$ cat src/rtl/spi_opseq_pkg.sv
`timescale 1ns/1ps
package spi_opseq_pkg;

    localparam int LEN_W  = 9;
    localparam int CODE_W = 5;
    localparam int OP_W   = LEN_W + CODE_W;
    localparam int BYTE_W = 8;
    localparam int REG_AW = 4;

    // code occupies the upper bits of the entry, count the lower bits
    typedef struct packed {
        logic [CODE_W-1:0] code;
        logic [LEN_W-1:0]  len;
    } op_entry_t;

    typedef enum logic [CODE_W-1:0] {
        OPC_CS_HIGH = 5'h00,
        OPC_CS_LOW  = 5'h01,
        OPC_SEND    = 5'h08,
        OPC_RECV    = 5'h0C
    } opc_e;

    typedef enum logic [1:0] {
        SQ_IDLE,
        SQ_LOAD,
        SQ_SHIFT,
        SQ_STORE
    } sq_state_e;

    // register indices
    localparam logic [REG_AW-1:0] RI_OP_WORD  = 4'd0;
    localparam logic [REG_AW-1:0] RI_OP_PUSH  = 4'd1;
    localparam logic [REG_AW-1:0] RI_OP_FULL  = 4'd2;
    localparam logic [REG_AW-1:0] RI_OP_EMPTY = 4'd3;
    localparam logic [REG_AW-1:0] RI_DAT_IN   = 4'd4;
    localparam logic [REG_AW-1:0] RI_DAT_FULL = 4'd5;
    localparam logic [REG_AW-1:0] RI_DAT_OUT  = 4'd6;
    localparam logic [REG_AW-1:0] RI_DAT_EMPT = 4'd7;
    localparam logic [REG_AW-1:0] RI_DAT_NEXT = 4'd8;

    function automatic logic is_cs_cmd(op_entry_t e);
        return ((e.code == OPC_CS_LOW) || (e.code == OPC_CS_HIGH)) &&
               (e.len == LEN_W'(1));
    endfunction

    function automatic logic is_xfer_cmd(op_entry_t e);
        return ((e.code == OPC_SEND) || (e.code == OPC_RECV)) &&
               (e.len != '0);
    endfunction

endpackage

$ cat src/rtl/spi_opseq_fifo.sv
`timescale 1ns/1ps
module spi_opseq_fifo #(
    parameter int W     = 8,
    parameter int DEPTH = 16
) (
    input  logic         clk,
    input  logic         rst,
    input  logic         push,
    input  logic [W-1:0] din,
    input  logic         pop,
    output logic [W-1:0] dout,
    output logic         full,
    output logic         empty
);
    localparam int AW = (DEPTH > 1) ? $clog2(DEPTH) : 1;
    localparam int CW = $clog2(DEPTH + 1);

    logic [W-1:0]  mem [DEPTH];
    logic [AW-1:0] wp, rp;
    logic [CW-1:0] cnt;
    logic          do_push, do_pop;

    assign full    = (cnt == CW'(DEPTH));
    assign empty   = (cnt == '0);
    assign do_push = push && !full;
    assign do_pop  = pop && !empty;
    assign dout    = mem[rp];

    function automatic logic [AW-1:0] step(logic [AW-1:0] p);
        return (p == AW'(DEPTH - 1)) ? '0 : p + AW'(1);
    endfunction

    always_ff @(posedge clk) begin
        if (rst) begin
            wp  <= '0;
            rp  <= '0;
            cnt <= '0;
        end else begin
            if (do_push) wp <= step(wp);
            if (do_pop)  rp <= step(rp);
            cnt <= cnt + CW'(do_push) - CW'(do_pop);
        end
    end

    always_ff @(posedge clk) begin
        if (do_push) mem[wp] <= din;
    end

    a_r10_count_bound: assert property (@(posedge clk) disable iff (rst)
        cnt <= CW'(DEPTH));

    // a push against a full queue leaves it untouched
    a_r9_full_push_ignored: assert property (@(posedge clk) disable iff (rst)
        (full && push && !pop) |=> (full && $stable(wp)));

    a_r10_empty_pop_ignored: assert property (@(posedge clk) disable iff (rst)
        (empty && pop && !push) |=> (empty && $stable(rp)));

endmodule

$ cat src/rtl/spi_opseq_regs.sv
`timescale 1ns/1ps
module spi_opseq_regs
    import spi_opseq_pkg::*;
#(
    parameter int DW = 32
) (
    input  logic              clk,
    input  logic              rst,
    input  logic [REG_AW-1:0] bus_addr,
    input  logic              bus_wen,
    input  logic [DW-1:0]     bus_wdata,
    output logic [DW-1:0]     bus_rdata,
    input  logic              op_full,
    input  logic              op_empty,
    input  logic              dat_full,
    input  logic              dat_empty,
    input  logic [BYTE_W-1:0] dat_head,
    output logic              op_push,
    output op_entry_t         op_word,
    output logic              sw_push,
    output logic [BYTE_W-1:0] sw_byte,
    output logic              sw_pop
);
    op_entry_t op_hold;
    logic      unused_wdata;

    assign unused_wdata = ^bus_wdata[DW-1:OP_W];

    always_ff @(posedge clk) begin
        if (rst)
            op_hold <= '0;
        else if (bus_wen && bus_addr == RI_OP_WORD)
            op_hold <= op_entry_t'(bus_wdata[OP_W-1:0]);
    end

    assign op_word = op_hold;
    assign op_push = bus_wen && (bus_addr == RI_OP_PUSH) && bus_wdata[0];
    assign sw_push = bus_wen && (bus_addr == RI_DAT_IN);
    assign sw_byte = bus_wdata[BYTE_W-1:0];
    assign sw_pop  = bus_wen && (bus_addr == RI_DAT_NEXT) && bus_wdata[0];

    always_comb begin
        bus_rdata = '0;
        case (bus_addr)
            RI_OP_WORD:  bus_rdata = {{(DW-OP_W){1'b0}}, op_hold};
            RI_OP_FULL:  bus_rdata[0] = op_full;
            RI_OP_EMPTY: bus_rdata[0] = op_empty;
            RI_DAT_FULL: bus_rdata[0] = dat_full;
            RI_DAT_OUT:  bus_rdata = {{(DW-BYTE_W){1'b0}}, dat_head};
            RI_DAT_EMPT: bus_rdata[0] = dat_empty;
            default:     bus_rdata = '0;
        endcase
    end

endmodule

$ cat src/rtl/spi_opseq_engine.sv
`timescale 1ns/1ps
module spi_opseq_engine
    import spi_opseq_pkg::*;
#(
    parameter int CLK_DIV = 4
) (
    input  logic              clk,
    input  logic              rst,
    input  op_entry_t         op_head,
    input  logic              op_empty,
    output logic              op_pop,
    input  logic [BYTE_W-1:0] d_head,
    input  logic              d_empty,
    input  logic              d_full,
    output logic              d_pop,
    output logic              d_push,
    output logic [BYTE_W-1:0] d_push_data,
    output logic              sclk,
    output logic              cs_n,
    output logic              mosi,
    input  logic              miso
);
    localparam int HALF = (CLK_DIV >= 2) ? CLK_DIV / 2 : 1;
    localparam int HCW  = (HALF > 1) ? $clog2(HALF) : 1;
    localparam int BCW  = $clog2(BYTE_W);

    sq_state_e         state;
    logic              sending;
    logic [LEN_W-1:0]  remain;
    logic [BYTE_W-1:0] shreg;
    logic              samp;
    logic [BCW-1:0]    bitc;
    logic [HCW-1:0]    hcnt;
    logic              sclk_q;
    logic              cs_q;

    assign op_pop      = (state == SQ_IDLE) && !op_empty;
    assign d_pop       = (state == SQ_LOAD) && sending && (remain != '0) && !d_empty;
    assign d_push      = (state == SQ_STORE) && !d_full;
    assign d_push_data = shreg;
    assign sclk        = sclk_q;
    assign cs_n        = cs_q;
    assign mosi        = (state == SQ_SHIFT && sending) ? shreg[BYTE_W-1] : 1'b0;

    always_ff @(posedge clk) begin
        if (rst) begin
            state   <= SQ_IDLE;
            sending <= 1'b0;
            remain  <= '0;
            shreg   <= '0;
            samp    <= 1'b0;
            bitc    <= '0;
            hcnt    <= '0;
            sclk_q  <= 1'b0;
            cs_q    <= 1'b1;
        end else begin
            case (state)
                SQ_IDLE: begin
                    if (!op_empty) begin
                        if (is_cs_cmd(op_head)) begin
                            cs_q <= (op_head.code == OPC_CS_HIGH);
                        end else if (is_xfer_cmd(op_head)) begin
                            remain  <= op_head.len;
                            sending <= (op_head.code == OPC_SEND);
                            state   <= SQ_LOAD;
                        end
                    end
                end
                SQ_LOAD: begin
                    bitc <= '0;
                    hcnt <= '0;
                    if (remain == '0) begin
                        state <= SQ_IDLE;
                    end else if (sending) begin
                        if (!d_empty) begin
                            shreg <= d_head;
                            state <= SQ_SHIFT;
                        end
                    end else begin
                        shreg <= '0;
                        state <= SQ_SHIFT;
                    end
                end
                SQ_SHIFT: begin
                    if (hcnt == HCW'(HALF - 1)) begin
                        hcnt   <= '0;
                        sclk_q <= !sclk_q;
                        if (!sclk_q) begin
                            samp <= miso;
                        end else begin
                            shreg <= {shreg[BYTE_W-2:0], samp};
                            bitc  <= bitc + BCW'(1);
                            if (bitc == BCW'(BYTE_W - 1)) begin
                                if (sending) begin
                                    remain <= remain - LEN_W'(1);
                                    state  <= SQ_LOAD;
                                end else begin
                                    state  <= SQ_STORE;
                                end
                            end
                        end
                    end else begin
                        hcnt <= hcnt + HCW'(1);
                    end
                end
                SQ_STORE: begin
                    if (!d_full) begin
                        remain <= remain - LEN_W'(1);
                        state  <= SQ_LOAD;
                    end
                end
                default: state <= SQ_IDLE;
            endcase
        end
    end

    a_r4_sclk_idle_low: assert property (@(posedge clk) disable iff (rst)
        (state != SQ_SHIFT) |-> !sclk_q);

    a_r4_mosi_steady_high: assert property (@(posedge clk) disable iff (rst)
        sclk_q |-> $stable(mosi));

    a_r3_cs_steady_in_xfer: assert property (@(posedge clk) disable iff (rst)
        (state != SQ_IDLE) |=> $stable(cs_q));

    a_r6_stall_holds: assert property (@(posedge clk) disable iff (rst)
        (state == SQ_LOAD && sending && d_empty && remain != '0)
        |=> (state == SQ_LOAD && !sclk_q));

    a_r7_full_holds: assert property (@(posedge clk) disable iff (rst)
        (state == SQ_STORE && d_full) |=> (state == SQ_STORE && $stable(shreg)));

    a_r5_pop_starts_byte: assert property (@(posedge clk) disable iff (rst)
        d_pop |=> (state == SQ_SHIFT));

endmodule

$ cat src/rtl/spi_opseq.sv
`timescale 1ns/1ps
module spi_opseq
    import spi_opseq_pkg::*;
#(
    parameter int DW        = 32,
    parameter int CLK_DIV   = 4,
    parameter int OP_DEPTH  = 8,
    parameter int DAT_DEPTH = 16
) (
    input  logic              clk,
    input  logic              rst,
    input  logic [REG_AW-1:0] bus_addr,
    input  logic              bus_wen,
    input  logic [DW-1:0]     bus_wdata,
    output logic [DW-1:0]     bus_rdata,
    output logic              spi_sclk,
    output logic              spi_cs_n,
    output logic              spi_mosi,
    input  logic              spi_miso
);
    op_entry_t         op_word, op_head;
    logic              op_push, op_pop, op_full, op_empty;
    logic              sw_push, sw_pop;
    logic [BYTE_W-1:0] sw_byte;
    logic              eng_push, eng_pop;
    logic [BYTE_W-1:0] eng_byte;
    logic              dat_push, dat_pop, dat_full, dat_empty;
    logic [BYTE_W-1:0] dat_din, dat_head;

    spi_opseq_regs #(.DW(DW)) u_regs (
        .clk       (clk),
        .rst       (rst),
        .bus_addr  (bus_addr),
        .bus_wen   (bus_wen),
        .bus_wdata (bus_wdata),
        .bus_rdata (bus_rdata),
        .op_full   (op_full),
        .op_empty  (op_empty),
        .dat_full  (dat_full),
        .dat_empty (dat_empty),
        .dat_head  (dat_head),
        .op_push   (op_push),
        .op_word   (op_word),
        .sw_push   (sw_push),
        .sw_byte   (sw_byte),
        .sw_pop    (sw_pop)
    );

    spi_opseq_fifo #(.W(OP_W), .DEPTH(OP_DEPTH)) u_opq (
        .clk   (clk),
        .rst   (rst),
        .push  (op_push),
        .din   (op_word),
        .pop   (op_pop),
        .dout  (op_head),
        .full  (op_full),
        .empty (op_empty)
    );

    // the sequencer has priority on the shared byte queue
    assign dat_push = eng_push | sw_push;
    assign dat_din  = eng_push ? eng_byte : sw_byte;
    assign dat_pop  = eng_pop | sw_pop;

    spi_opseq_fifo #(.W(BYTE_W), .DEPTH(DAT_DEPTH)) u_datq (
        .clk   (clk),
        .rst   (rst),
        .push  (dat_push),
        .din   (dat_din),
        .pop   (dat_pop),
        .dout  (dat_head),
        .full  (dat_full),
        .empty (dat_empty)
    );

    spi_opseq_engine #(.CLK_DIV(CLK_DIV)) u_eng (
        .clk         (clk),
        .rst         (rst),
        .op_head     (op_head),
        .op_empty    (op_empty),
        .op_pop      (op_pop),
        .d_head      (dat_head),
        .d_empty     (dat_empty),
        .d_full      (dat_full),
        .d_pop       (eng_pop),
        .d_push      (eng_push),
        .d_push_data (eng_byte),
        .sclk        (spi_sclk),
        .cs_n        (spi_cs_n),
        .mosi        (spi_mosi),
        .miso        (spi_miso)
    );

    a_r11_reset_idle: assert property (@(posedge clk)
        $past(rst) |-> (spi_cs_n && !spi_sclk && op_empty && dat_empty));

endmodule

$ cat config.mk
export PLATFORM = sky130hd
export DESIGN_NAME = spi_opseq
export DESIGN_NICKNAME = d
export VERILOG_FILES = /design/src/rtl/spi_opseq_pkg.sv /design/src/rtl/spi_opseq_fifo.sv /design/src/rtl/spi_opseq_regs.sv /design/src/rtl/spi_opseq_engine.sv /design/src/rtl/spi_opseq.sv
export SDC_FILE = /design/constraint.sdc
export NUM_CORES = 1
export LEC_CHECK = 0
export CORE_UTILIZATION = 59
export CTS_CLUSTER_DIAMETER = 120
export DETAILED_ROUTE_END_ITERATION = 12
export PLACE_DENSITY_LB_ADDON = 0.25
export SYNTH_ARGS = -nofsm -noshare
export SYNTH_HDL_FRONTEND = slang
export SYNTH_SLANG_ARGS = --single-unit
export TNS_END_PERCENT = 20
$ cat constraint.sdc
create_clock -name clk -period 3.7 [get_ports clk]
set_clock_uncertainty 0.1 [all_clocks]
set_input_delay 0.74 -clock clk [delete_from_list [all_inputs] [get_ports clk]]
set_output_delay 0.74 -clock clk [all_outputs]
set_load 0.02 [all_outputs]
# ---- After elaboration in Yosys (flattened, before gate mapping)
# Memories as Yosys holds them, arrays and structs flattened. A register that Yosys moved wholly into a read port is not among the register bits.
# Index checks and enable logic that the tools add are counted.
dict set report classes {
  add_sub_neg 11
  n_eq_ne 33
  n_mux 48
  bitwise 5
  reduce_logical 43
}
# cell n
set ops {}
lappend ops {{2-to-1 mux 9 bit} 8}
lappend ops {{2-to-1 mux 8 bit} 6}
lappend ops {{one-hot mux 9 bit (3 select lines)} 1}
lappend ops {{one-hot mux 13 bit (2 select lines)} 1}
lappend ops {{2-to-1 mux 2 bit} 11}
lappend ops {{logical AND 1 bit} 18}
lappend ops {{2-to-1 mux 3 bit} 6}
lappend ops {{nonzero test 9 bit} 2}
lappend ops {{equality test 4 x 3 -> 1 bit (second input constant)} 4}
lappend ops {{equality test 4 bit (second input constant)} 4}
lappend ops {{2-to-1 mux 4 bit} 4}
lappend ops {{one-hot mux 8 bit (2 select lines)} 1}
lappend ops {{inequality test 2 bit (second input constant)} 6}
lappend ops {{equality test 5 x 4 -> 1 bit (second input constant)} 2}
lappend ops {{zero test 5 bit} 2}
lappend ops {{adder 3 x 1 -> 3 bit (second input constant)} 3}
lappend ops {{equality test 3 bit (second input constant)} 3}
lappend ops {{equality test 9 x 1 -> 1 bit (second input constant)} 1}
lappend ops {{zero test 9 bit} 1}
lappend ops {{AND reduction 3 bit} 3}
lappend ops {{AND reduction 9 bit} 1}
lappend ops {{subtractor 9 x 1 -> 9 bit (second input constant)} 1}
lappend ops {{adder 4 x 1 -> 4 bit (second input constant)} 2}
lappend ops {{equality test 4 x 2 -> 1 bit (second input constant)} 2}
lappend ops {{other kinds (30)} 47}
dict set report totals {
  ff_bits 64
  ram_bits 240
  inputBits 40
  out_inout_bits 35
  word_cells 159
  mem_count 2
}
# name depth width rd rd_ports_with_merged_regs wr line
set memory_table {}
lappend memory_table {u_datq.mem 16 8 1 1 1 spi_opseq_fifo.sv:18} ;# logic [W-1:0] mem [DEPTH];
lappend memory_table {u_opq.mem 8 14 1 1 1 spi_opseq_fifo.sv:18}

# ---- Longest topological paths before layout
# Gate-level depths: netlist of run 1.
dict set report logic_depth {
  word_depth 8
  mapped_depth 13
  depth_no_buf 13
}

# ---- Cells and area by module
# Synthesis of run 1 repeated with hierarchy kept, for this count alone.
dict set report hier_totals {
  cells_unflattened 871
  hier_area_um2 13731.9
}
# module n_inst cells_each area_per_inst_um2 seq_area_each_um2
set modules_own_cells {}
lappend modules_own_cells {{spi_opseq_fifo (u_datq)} 1 303 5820.6 4184.0}
lappend modules_own_cells {{spi_opseq_fifo (u_opq)} 1 240 4984.8 3623.5}
lappend modules_own_cells {spi_opseq_engine 1 198 1700.4 540.5}
lappend modules_own_cells {spi_opseq_regs 1 119 1082.3 280.3}
lappend modules_own_cells {spi_opseq 1 11 143.9 0.0}

# ---- Worst setup path after synthesis of run 1
# OpenSTA, ideal clock, no wires.
dict set report synth_path {
  path_type {register to register}
  start {register with a tool-made name}
  end {register u_eng.state[1]}
  setup_ns 0.067
  arrival_time_ns 3.170
  required_time_ns 3.533
  path_slack_ns 0.362
  path_stages_with_launch 11
  path_buffers 3
  synth_period_minus_slack_ns 3.338
  path_cell_list {dfxtp_1 > clkbuf_1 > clkbuf_1 > mux4_2 > mux2_1 > or4_1 > or4_4 > and4_4 > buf_6 > a21o_1 > a21oi_2}
}
# element line
set synth_lines {}
lappend synth_lines {{end signal, assigned} spi_opseq_engine.sv:47} ;# state <= SQ_IDLE;
lappend synth_lines {{end signal, assigned} spi_opseq_engine.sv:65} ;# state <= SQ_LOAD;
lappend synth_lines {{end signal, assigned} spi_opseq_engine.sv:73} ;# state <= SQ_IDLE;
lappend synth_lines {{end, declared} spi_opseq_engine.sv:27} ;# sq_state_e state;

==> impl_metrics.csv, run 1 <==
group,metric,value,unit
worst_setup_path,startpoint_type,"flop",
cells_and_area,drive_above_1_share,18.66,%
logic_synthesis,ys.flop_type,"edfxtp_1",
timing,period_needed,3.640,ns
logic_synthesis,synth_common_cells,"edfxtp_1, nand2_1, dfxtp_1",
worst_setup_path,critPathKind,"flop to output pin",
cells_and_area,finalNonFillerCells,1221,
logic_synthesis,yosys.area.top_type,"edfxtp_1",
logic_synthesis,synth_compound_area_share,5.361,%
worst_setup_path,worst_path_dominant_cell_family,"multiplexers",
clock_network,cts-root-buf,"clkbuf_16",
pwr,p_int,6.259,mW
timing,worst_slack,0.05991,ns
detailed_routing,postRouteAntennaNets,0,
global_route,antenna_found_initial,2,
worst_setup_path,crit_path_max_fanout,9,
timing,hold_viol_final,0,
floorplanning,io_pins,75,
detailed_routing,vias,7279,
pwr,power.density,569.7,mW/mm^2
pwr,p_leak,4.832,nW
logic_synthesis,synth_seq_cells,311,
worst_setup_path,crit_path_cell_trace,"buf_12 -> mux4_2 -> mux4_2 -> a22o_1 -> dlygate4sd2_1",
logic_synthesis,synth_top_cell_area_share,54.95,%
clock_network,cts_tree,"done",
global_route,grt_pass1_vias,7225,
floorplanning,rows,54,
pwr,ir_drop,0.4339,mV
timing,timing.fmax,0.2747,GHz
logic_synthesis,synth_fa_ha_area_share,3.072,%
cells_and_area,fin_nets,985,
worst_setup_path,cpMostUsedCell,"mux4_2",
clock_network,cts_buffer_depth,3,
worst_setup_path,end_kind,"output pin",
logic_synthesis,synthXorXnorAreaFrac,0.6010,%
pwr,pwr-share-clk,34.6,%
timing,rsz0062_at_grt,"yes",
logic_synthesis,syn-cell-area,0.01312,mm^2
outcome,status,"finished, final reports clean",
floorplanning,chipHeight,151.1,um
pwr,sw_frac_of_total,26.43,%
clock_network,clkLatencyLatePin,0.55,ns
logic_synthesis,ys_seq_area_share,65.78,%
timing,worst_pin_slew,0.9459,ns
placement,io_buffer_count,38,
worst_setup_path,critPathBufInv,2,
global_route,grt-ovfl-total,0,
logic_synthesis,yosysMostFrequentCell,"edfxtp_1",
floorplanning,die_w,151.1,um
logic_synthesis,synth_edf_count,240,
logic_synthesis,ys_top_cells_by_area,"edfxtp_1, dfxtp_1, mux4_2",
detailed_routing,wl,26290,um
worst_hold_path,worstHoldPathType,"flop to flop",
detailed_routing,firstDrtPassIters,7,
cells_and_area,multi_input_area,0.004164,mm^2
detailed_routing,vias_per_cell,5.962,
logic_synthesis,synth_top_family_by_area,"multiplexers",
worst_setup_path,cp_slowest_cell,"mux4_2",
clock_network,clock_sinks,311,
timing,fin_crit_sh,98.38,%
pwr,combPwrFrac,18.5,%
logic_synthesis,syn_area_per_cell,15.60,um^2
global_route,grt_pass1_wl,39500,um
detailed_routing,drc,0,
logic_synthesis,ys_async_sr_fraction,0,%
placement,hpwl,17710,um
pwr,sequentialPowerShare,46.9,%
logic_synthesis,synth_cells,841,
floorplanning,dieArea,0.02283,mm^2
global_route,grt_max_degree,38,
worst_setup_path,cp.required,2.86,ns
detailed_routing,first_iter_violations,443,
global_route,grt_usage,23.45,%
logic_synthesis,synthSimpleGateAreaFrac,7.469,%
cells_and_area,fillers,1456,
floorplanning,core_region_area,0.02182,mm^2
clock_network,cts_setup_buffers,0,
floorplanning,start_util,60.10,%
worst_setup_path,cp.arrival,2.80,ns
cells_and_area,regArea,0.008632,mm^2
placement,gp_congestion,0.8048,
logic_synthesis,ys_warn_count,0,
clock_network,clkTransAtPathRegs,0.06,ns
logic_synthesis,synth.distinct_cells,58,
timing,finalSetupViolations,0,
clock_network,htreeDepth,1,
run,max_cap_viol_count,0,
placement,preCtsSetupSlack,-0.02438,ns
timing,max_slew_margin,36.45,%
detailed_routing,wl_per_cell,21.53,um
worst_setup_path,cpPeakStageDelay,0.53,ns
pwr,finalPower,8.507,mW
clock_network,cts_buffers,30,
pwr,p_switching,2.249,mW
timing,finalMaxSlewViolations,0,
cells_and_area,syn_to_final_growth,13.86,%
logic_synthesis,synthMuxAreaShare,14.56,%
placement,place_inst,1162,
==> through the flow <==
step / cell area [um^2] / hold slack (ns) / util, % / TNS (ns)
CTS: 14930 / 0.3743 / 68.43 / 0
finish: 14930 / 0.3763 / 68.43 / 0
global placement: 13980 / 0.3420 / 64.08 / 0
detailed placement: 13980 / 0.3659 / 64.08 / -0.02438
floorplan: 13180 / 0.3356 / - / 0
global route: 14930 / 0.3875 / 68.42 / -0.04521
==> layer usage <==
layer / vias to the layer above / share of wire, % / global-route usage, %
met5: - / 0 / 0
met4: 0 / 2.7 / 7.550
met3: 44 / 4.1 / 3.102
met2: 191 / 53 / 43.07
met1: 3672 / 40 / 28.58
li1: 3372 / - / -
==> path summary, 6_finish.rpt <==
kind / to / slack, ns / cells after the start / startpoint
max: bus_rdata[4] / 0.06 / 5 / flop
min reg2reg: u_eng.bitc[2]$_SDFFE_PP0P_ / 0.38 / 2 / u_eng.bitc[2]$_SDFFE_PP0P_
max reg2reg: u_eng.remain[4]$_SDFFE_PP0P_ / 0.15 / 8 / flop
min: u_eng.bitc[2]$_SDFFE_PP0P_ / 0.38 / 2 / u_eng.bitc[2]$_SDFFE_PP0P_
==> flip-flops by register name, indices dropped and copies added, names as in the netlist, 2 cells and up, named ones only <==
| signal | count |
|---|---|
| u_opq.cnt | 4 |
| u_eng.state | 2 |
| u_eng.bitc | 3 |
| u_datq.rp | 4 |
| u_eng.remain | 9 |
| u_datq.cnt | 5 |
| u_datq.mem | 128 |
| u_datq.wp | 4 |
| u_opq.mem | 112 |
| u_regs.op_word | 14 |
| u_opq.wp | 3 |
| u_eng.d_push_data | 8 |
| u_opq.rp | 3 |
==> layout make-up <==
| type | count | share of cell area (%) |
|---|---|---|
| timing repair buffer | 80 | 4.893 |
| sequential | 311 | 57.80 |
| clock inverter | 12 | 0.7456 |
| clock buffer | 44 | 5.655 |
| tap | 280 | 2.346 |
| inverter | 25 | 0.6284 |
| multi-input combinational | 466 | 27.88 |
| antenna | 3 | 0.05027 |
==> worst register-to-register path, cell delays in order (launching register included) <==
cell and delay [ns]:
dfxtp_1 0.36, buf_12 0.23, mux4_1 0.65, mux2_2 0.32, or4_1 0.61, or4_4 0.57
nand4_2 0.22, nor3_1 0.10, o221a_1 0.29
==> layout by cell type, fill, tap and decap left out, types with 6 or more instances in the layout <==
cell type	count
nor3_1	14
mux2i_1	10
mux2_2	19
conb_1	18
ha_1	29
edfxtp_1	240
nand2b_1	7
clkdlybuf4s50_1	29
a22oi_1	10
a21oi_1	47
a211oi_1	9
clkbuf_1	11
o21ai_0	6
nor2_1	53
nor2b_1	6
mux4_2	54
mux4_1	14
a22o_1	7
or3_1	6
inv_1	25
clkbuf_16	31
nand2_1	72
buf_4	37
and2_1	10
dfxtp_1	70
==> logic make-up (layout without fill, tap and decap cells) <==
group	after synthesis	after routing
muxes	98	98
and+or+nand+nor	203	203
AOI/OAI and AO/OA	107	107
DFF	311	311
other	1	21
adders and majority gates	31	31
buffers and inverters	81	161
xor gates and xnor gates	9	9
==> what timing repair did <==
action | in CTS | in global routing
resized for setup | 10 | 10
endpoints found under the setup margin | 8 | 8
hold buffers | 0 | 0
==> power by group through the flow <==
stage | clock network (mW) | registers [mW] | logic, mW
global placement | 0 | 4.05 | 1.50
finish | 2.94 | 3.99 | 1.58
CTS | 2.98 | 3.98 | 1.57
global route | 3.11 | 4.00 | 1.73
floorplan | 0 | 4.02 | 1.21
detailed placement | 0 | 4.06 | 1.57
Note: power is estimated with default switching activity, not from simulation.
==> run 2: changes to the inputs <==
--- a/config.mk
+++ b/config.mk
@@ -5,10 +5,14 @@
 export SDC_FILE = /design/constraint.sdc
 export NUM_CORES = 1
 export LEC_CHECK = 0
-export CORE_UTILIZATION = 59
+export CELL_PAD_IN_SITES_DETAIL_PLACEMENT = 1
+export CELL_PAD_IN_SITES_GLOBAL_PLACEMENT = 2
+export CORE_UTILIZATION = 44
 export CTS_CLUSTER_DIAMETER = 120
 export DETAILED_ROUTE_END_ITERATION = 12
+export HOLD_SLACK_MARGIN = 0.08
 export PLACE_DENSITY_LB_ADDON = 0.25
+export SKIP_CTS_REPAIR_TIMING = 1
 export SYNTH_ARGS = -nofsm -noshare
 export SYNTH_HDL_FRONTEND = slang
 export SYNTH_SLANG_ARGS = --single-unit
==> run 2 against run 1 <==
Against the previous run:
- design area is 3.1% higher
- cell count is 9.6% higher
- combinational power is 4% higher
- worst hold slack worse by 0.012 ns
- register-to-register slack worse by 0.02 ns
- first-iteration DRC count is 49% higher
- critical path type is now primary input to output pin
==> impl_metrics.csv, run 2 (synthesis gave the netlist of run 1 again) <==
group,metric,value,unit
outcome,status,"finished, final reports clean",
pwr,p_leak,5.113,nW
pwr,ir_drop,0.2809,mV
cells_and_area,fillers,2741,
floorplanning,core_region_area,0.02901,mm^2
clock_network,clkTransAtPathRegs,0.06,ns
cells_and_area,final_cell_area,0.01539,mm^2
worst_setup_path,r2r_slack,0.13,ns
clock_network,clkLatencyLatePin,0.51,ns
detailed_routing,drc,0,
worst_setup_path,crit_path_max_fanout,10,
clock_network,cts-root-buf,"clkbuf_16",
global_route,grt_max_degree,41,
timing,tns,0,ns
worst_setup_path,critPathKind,"primary input to output pin",
cells_and_area,n_antenna_cell,0,
detailed_routing,wl,31660,um
timing,max_slew_margin,35.66,%
placement,gp_congestion,0.8177,
clock_network,cts_buffer_depth,3,
clock_network,htreeDepth,2,
detailed_routing,postRouteAntennaNets,0,
worst_setup_path,end_kind,"output pin",
worst_setup_path,crit_path_start,"bus_addr[3]",
cells_and_area,top_register,"u_datq.mem",
global_route,antenna_found_initial,0,
detailed_routing,firstDrtPassIters,5,
placement,place_area,0.01419,mm^2
detailed_routing,vias_per_cell,5.708,
floorplanning,chipHeight,174.7,um
floorplanning,dieArea,0.03050,mm^2
cells_and_area,fin_nets,999,
placement,hpwl,21450,um
global_route,grt_pass1_wl,48330,um
worst_setup_path,cp.required,2.86,ns
pwr,power.density,593.8,mW/mm^2
worst_setup_path,startpoint_type,"primary input",
detailed_routing,vias,7637,
clock_network,cts_buffers,35,
worst_hold_path,worstHoldPathType,"flop to flop",
cells_and_area,regArea,0.008632,mm^2
timing,finalMaxSlewViolations,0,
detailed_routing,wl_per_cell,23.66,um
cells_and_area,multi_input_area,0.004164,mm^2
timing,worst_pin_slew,0.9577,ns
timing,hold_ws,0.3642,ns
clock_network,clock_sinks,311,
worst_setup_path,reg2reg_depth,8,
floorplanning,io_pins,75,
timing,rsz0062_at_grt,"no",
cells_and_area,layout_commonest_cell,"edfxtp_1",
timing,finalSetupViolations,0,
floorplanning,rows,62,
worst_setup_path,crit_end,"bus_rdata[11]",
timing,worst_slack,0.09820,ns
global_route,grt_usage,21.12,%
timing,hold_viol_final,0,
timing,timing.fmax,0.2776,GHz
global_route,grt-ovfl-total,0,
pwr,finalPower,9.139,mW
run,max_cap_viol_count,0,
floorplanning,die_w,174.7,um
detailed_routing,first_iter_violations,658,
cells_and_area,syn_to_final_growth,17.35,%
worst_setup_path,r2r-end,"u_eng.remain[2]$_SDFFE_PP0P_",
cells_and_area,final_cell_mix,"edfxtp_1, nand2_1, dfxtp_1, mux4_2, nor2_1",
cells_and_area,largest_register_ffs,128,
timing,period_needed,3.602,ns
floorplanning,start_util,45.21,%
cells_and_area,drive_above_1_share,20.02,%
timing,fin_crit_sh,97.35,%
clock_network,cts_tree,"done",
placement,io_buffer_count,38,
worst_setup_path,cp.arrival,2.76,ns
global_route,grt_pass1_vias,8184,
placement,preCtsSetupSlack,-0.007900,ns
## run 2: cell types whose count changed in the layout (fill, tap and decap cells not counted), sizes merged
cell and delta:
buf +9, dlymetal6s2s +8, clkbuf -6, clkinv +6, bufinv +3, diode -3
clkdlybuf4s15 -2, dlygate4sd2 -2
## run 2: metal layers
layer / wire length (um) / GRT usage, % / vias to the layer above
met3: 1452 / 3.111 / 42
li1: - / - / 3414
met2: 15350 / 34.46 / 180
met5: 0 / 0 / -
met4: 511 / 4.601 / 0
met1: 14350 / 30.14 / 4001
## run 2: how the worst min path moves through the flow
| stage | startpoint | endpoint | cells after the start |
|---|---|---|---|
| after floorplan | u_eng.bitc[1]$_SDFFE_PP0P_ | u_eng.bitc[1]$_SDFFE_PP0P_ | 2 |
| after global placement | u_eng.bitc[2]$_SDFFE_PP0P_ | u_eng.bitc[2]$_SDFFE_PP0P_ | 2 |
| after detailed placement | u_eng.bitc[2]$_SDFFE_PP0P_ | u_eng.bitc[2]$_SDFFE_PP0P_ | 2 |
| after CTS | u_eng.bitc[2]$_SDFFE_PP0P_ | u_eng.bitc[2]$_SDFFE_PP0P_ | 2 |
| after global routing | u_eng.bitc[1]$_SDFFE_PP0P_ | u_eng.bitc[1]$_SDFFE_PP0P_ | 2 |
| final | u_eng.bitc[2]$_SDFFE_PP0P_ | u_eng.bitc[2]$_SDFFE_PP0P_ | 2 |
## run 2: worst max-delay path, cell delays in order
cell and delay (ns):
clkdlybuf4s50_1 0.42, buf_4 0.16, nor4_2 0.27, buf_4 0.26, buf_4 0.17, and2_1 0.13
clkdlybuf4s50_1 0.60
## run 2: final cells by class
cell class | count | area share [%]
Sequential cell | 311 | 56.08
Clock inverter | 21 | 1.658
Multi-Input combinational cell | 466 | 27.05
Tap cell | 384 | 3.121
Clock buffer | 42 | 5.991
Inverter | 25 | 0.6097
Timing Repair Buffer | 89 | 5.487
## run 2: power by group
part	internal, mW	switching, mW	total [mW]
Combinational	0.697	0.954	1.65
Sequential	3.87	0.118	3.99
Clock	2.14	1.36	3.50
## run 2: stage by stage
step,cells,utilization (%)
5_1_grt,1338,53.05
2_1_floorplan,858,-
3_3_place_gp,1275,48.90
3_5_place_dp,1275,48.90
4_1_cts,1338,52.96
6_report,1338,53.05
==> run 3: changes to the inputs <==
--- a/config.mk
+++ b/config.mk
@@ -5,15 +5,15 @@
 export SDC_FILE = /design/constraint.sdc
 export NUM_CORES = 1
 export LEC_CHECK = 0
-export CELL_PAD_IN_SITES_DETAIL_PLACEMENT = 1
-export CELL_PAD_IN_SITES_GLOBAL_PLACEMENT = 2
-export CORE_UTILIZATION = 44
+export CORE_UTILIZATION = 60
 export CTS_CLUSTER_DIAMETER = 120
 export DETAILED_ROUTE_END_ITERATION = 12
+export GPL_ROUTABILITY_DRIVEN = 1
 export HOLD_SLACK_MARGIN = 0.08
 export PLACE_DENSITY_LB_ADDON = 0.25
 export SKIP_CTS_REPAIR_TIMING = 1
 export SYNTH_ARGS = -nofsm -noshare
 export SYNTH_HDL_FRONTEND = slang
+export SYNTH_HIERARCHICAL = 1
 export SYNTH_SLANG_ARGS = --single-unit
 export TNS_END_PERCENT = 20
==> run 3 against run 2 <==
Against the previous run:
- design area rose by 0.96%
- critical path depth did not move
- cell count fell by 7.2%
- via count barely moved
- worst hold slack improved by 0.0024 ns
==> impl_metrics.csv, run 3 <==
group,metric,value,unit
floorplanning,die_w,153.3,um
worst_setup_path,cp.arrival,2.74,ns
timing,finalSetupViolations,0,
logic_synthesis,synth_common_cells,"edfxtp_1, dfxtp_1, mux4_1, nand2b_1, nor2_1",
logic_synthesis,ys_warn_count,6,
timing,hold_viol_final,0,
floorplanning,chipHeight,153.3,um
timing,fin_crit_sh,96.70,%
detailed_routing,vias_per_cell,6.155,
logic_synthesis,synth_cells,871,
timing,period_needed,3.578,ns
worst_setup_path,startpoint_type,"flop",
floorplanning,io_pins,75,
cells_and_area,top_register,"u_datq/mem",
cells_and_area,largest_register_ffs,128,
timing,finalMaxSlewViolations,0,
clock_network,clock_sinks,311,
cells_and_area,drive_above_1_share,18.52,%
logic_synthesis,synth_top_cell_area_share,52.48,%
cells_and_area,fin_nets,1008,
timing,timing.fmax,0.2795,GHz
worst_setup_path,critPathKind,"flop to output pin",
global_route,grt_usage,24.42,%
detailed_routing,vias,7638,
floorplanning,start_util,61.96,%
worst_setup_path,cp.required,2.86,ns
global_route,grtUsageMet1,29.46,%
floorplanning,core_region_area,0.02216,mm^2
clock_network,cts_buffers,31,
global_route,antenna_found_initial,0,
cells_and_area,finalNonFillerCells,1241,
detailed_routing,firstDrtPassIters,5,
detailed_routing,drc,0,
logic_synthesis,ys_seq_area_share,62.83,%
outcome,status,"finished, final reports clean",
clock_network,clkTransAtPathRegs,0.06,ns
cells_and_area,n_antenna_cell,0,
clock_network,htreeDepth,1,
global_route,grt-ovfl-total,0,
logic_synthesis,yosys.area.top_type,"edfxtp_1",
logic_synthesis,synth_edf_count,240,
global_route,grt.met3_usage,3.005,%
cells_and_area,final_cell_mix,"edfxtp_1, dfxtp_1, mux4_1, nand2b_1, nor2_1",
clock_network,cts_buffer_depth,3,
logic_synthesis,yosysMostFrequentCell,"edfxtp_1",
logic_synthesis,ys_async_sr_fraction,0,%
detailed_routing,postRouteAntennaNets,0,
detailed_routing,first_iter_violations,582,
timing,worst_pin_slew,1.186,ns
detailed_routing,wl,28550,um
global_route,busiest_layer,"met2",
global_route,grt_pass1_wl,43130,um
global_route,met2_usage,44.71,%
clock_network,cts-root-buf,"clkbuf_16",
placement,gp_congestion,0.8215,
clock_network,cts_tree,"done",
logic_synthesis,ys_top_cells_by_area,"edfxtp_1, dfxtp_1, mux4_1",
placement,io_buffer_count,38,
worst_setup_path,end_kind,"output pin",
placement,place_inst,1183,
cells_and_area,final_util,70.12,%
logic_synthesis,syn-cell-area,0.01373,mm^2
global_route,grt_pass1_vias,7705,
timing,max_slew_margin,20.94,%
timing,hold_ws,0.3666,ns
cells_and_area,fillers,1397,
logic_synthesis,synth_seq_cells,311,
logic_synthesis,ys.flop_type,"edfxtp_1",
clock_network,clkLatencyLatePin,0.55,ns
pwr,ir_drop,0.4468,mV
cells_and_area,layout_commonest_cell,"edfxtp_1",
floorplanning,dieArea,0.02349,mm^2
run,max_cap_viol_count,0,
worst_setup_path,crit_path_max_fanout,16,
global_route,grt_max_degree,78,
logic_synthesis,syn_area_per_cell,15.77,um^2
detailed_routing,wl_per_cell,23.00,um
pwr,power.density,553.4,mW/mm^2
logic_synthesis,synth.distinct_cells,75,
floorplanning,rows,54,
timing,rsz0062_at_grt,"yes",
pwr,p_leak,5.413,nW
placement,hpwl,18580,um
cells_and_area,syn_to_final_growth,13.17,%
worst_hold_path,worstHoldPathType,"flop to flop",
run 3: layout make-up:
type	count	area [um^2]	share of cell area (%)
inverter	27	101.3	0.6522
multi-input combinational	486	4676	30.09
tap	280	350.3	2.254
clock buffer	39	835.8	5.378
sequential	311	8630	55.53
timing repair buffer	80	765.7	4.928
clock inverter	18	181.4	1.167
run 3: final timing paths:
path / startpoint / to / slack (ns) / cells after the start
min: u_eng/bitc[1]$_SDFFE_PP0P_ / u_eng/bitc[1]$_SDFFE_PP0P_ / 0.37 / 2
max: flop / bus_rdata[0] / 0.12 / 7
min reg2reg: u_eng/bitc[1]$_SDFFE_PP0P_ / u_eng/bitc[1]$_SDFFE_PP0P_ / 0.37 / 2
max reg2reg: u_datq/cnt[2]$_SDFF_PP0_ / u_datq/cnt[4]$_SDFF_PP0_ / 0.13 / 16
run 3: layer usage:
metal  share of wire, %  up-vias
li1                   -     3485
met5                  0        -
met1                 38     3841
met4                3.2        0
met2                 54      246
met3                4.5       66
run 3: logic make-up after synthesis:
group | share of synthesized area (%)
adder cells (fa/ha/maj) | 2.934
AND/OR/NAND/NOR | 9.085
AO/OA/AOI/OAI | 5.011
other | 0.02731
buffers and inverters | 3.991
flip-flops | 62.83
XOR/XNOR | 0.5102
multiplexers | 15.61
run 3: power breakdown:
part	switching, mW	total, mW	internal (mW)	leakage, nW
Sequential	0.0991	3.93	3.83	2.61
Combinational	0.844	1.59	0.749	2.30
Clock	1.27	3.08	1.81	0.494
Total	2.22	8.60	6.38	5.41
run 3: worst max-delay path, stage by stage (launching register included):
cell and delay (ns):
dfxtp_2 0.40, buf_12 0.19, mux4_2 0.51, a22oi_1 0.32, nand2_1 0.14, a22oi_1 0.26, nand3_1 0.12, dlymetal6s2s_1 0.22
run 3: metrics by stage:
stage,worst slack [ns],setup TNS (ns),power (mW),area [um^2]
CTS,-0.2112,-1.160,8.641,15460
floorplan,0.03149,0,5.100,13800
global route,-0.06207,-0.06207,8.916,15540
global placement,0.02359,0,5.464,14450
detailed placement,-0.08116,-0.08116,5.559,14450
finish,0.1220,0,8.599,15540
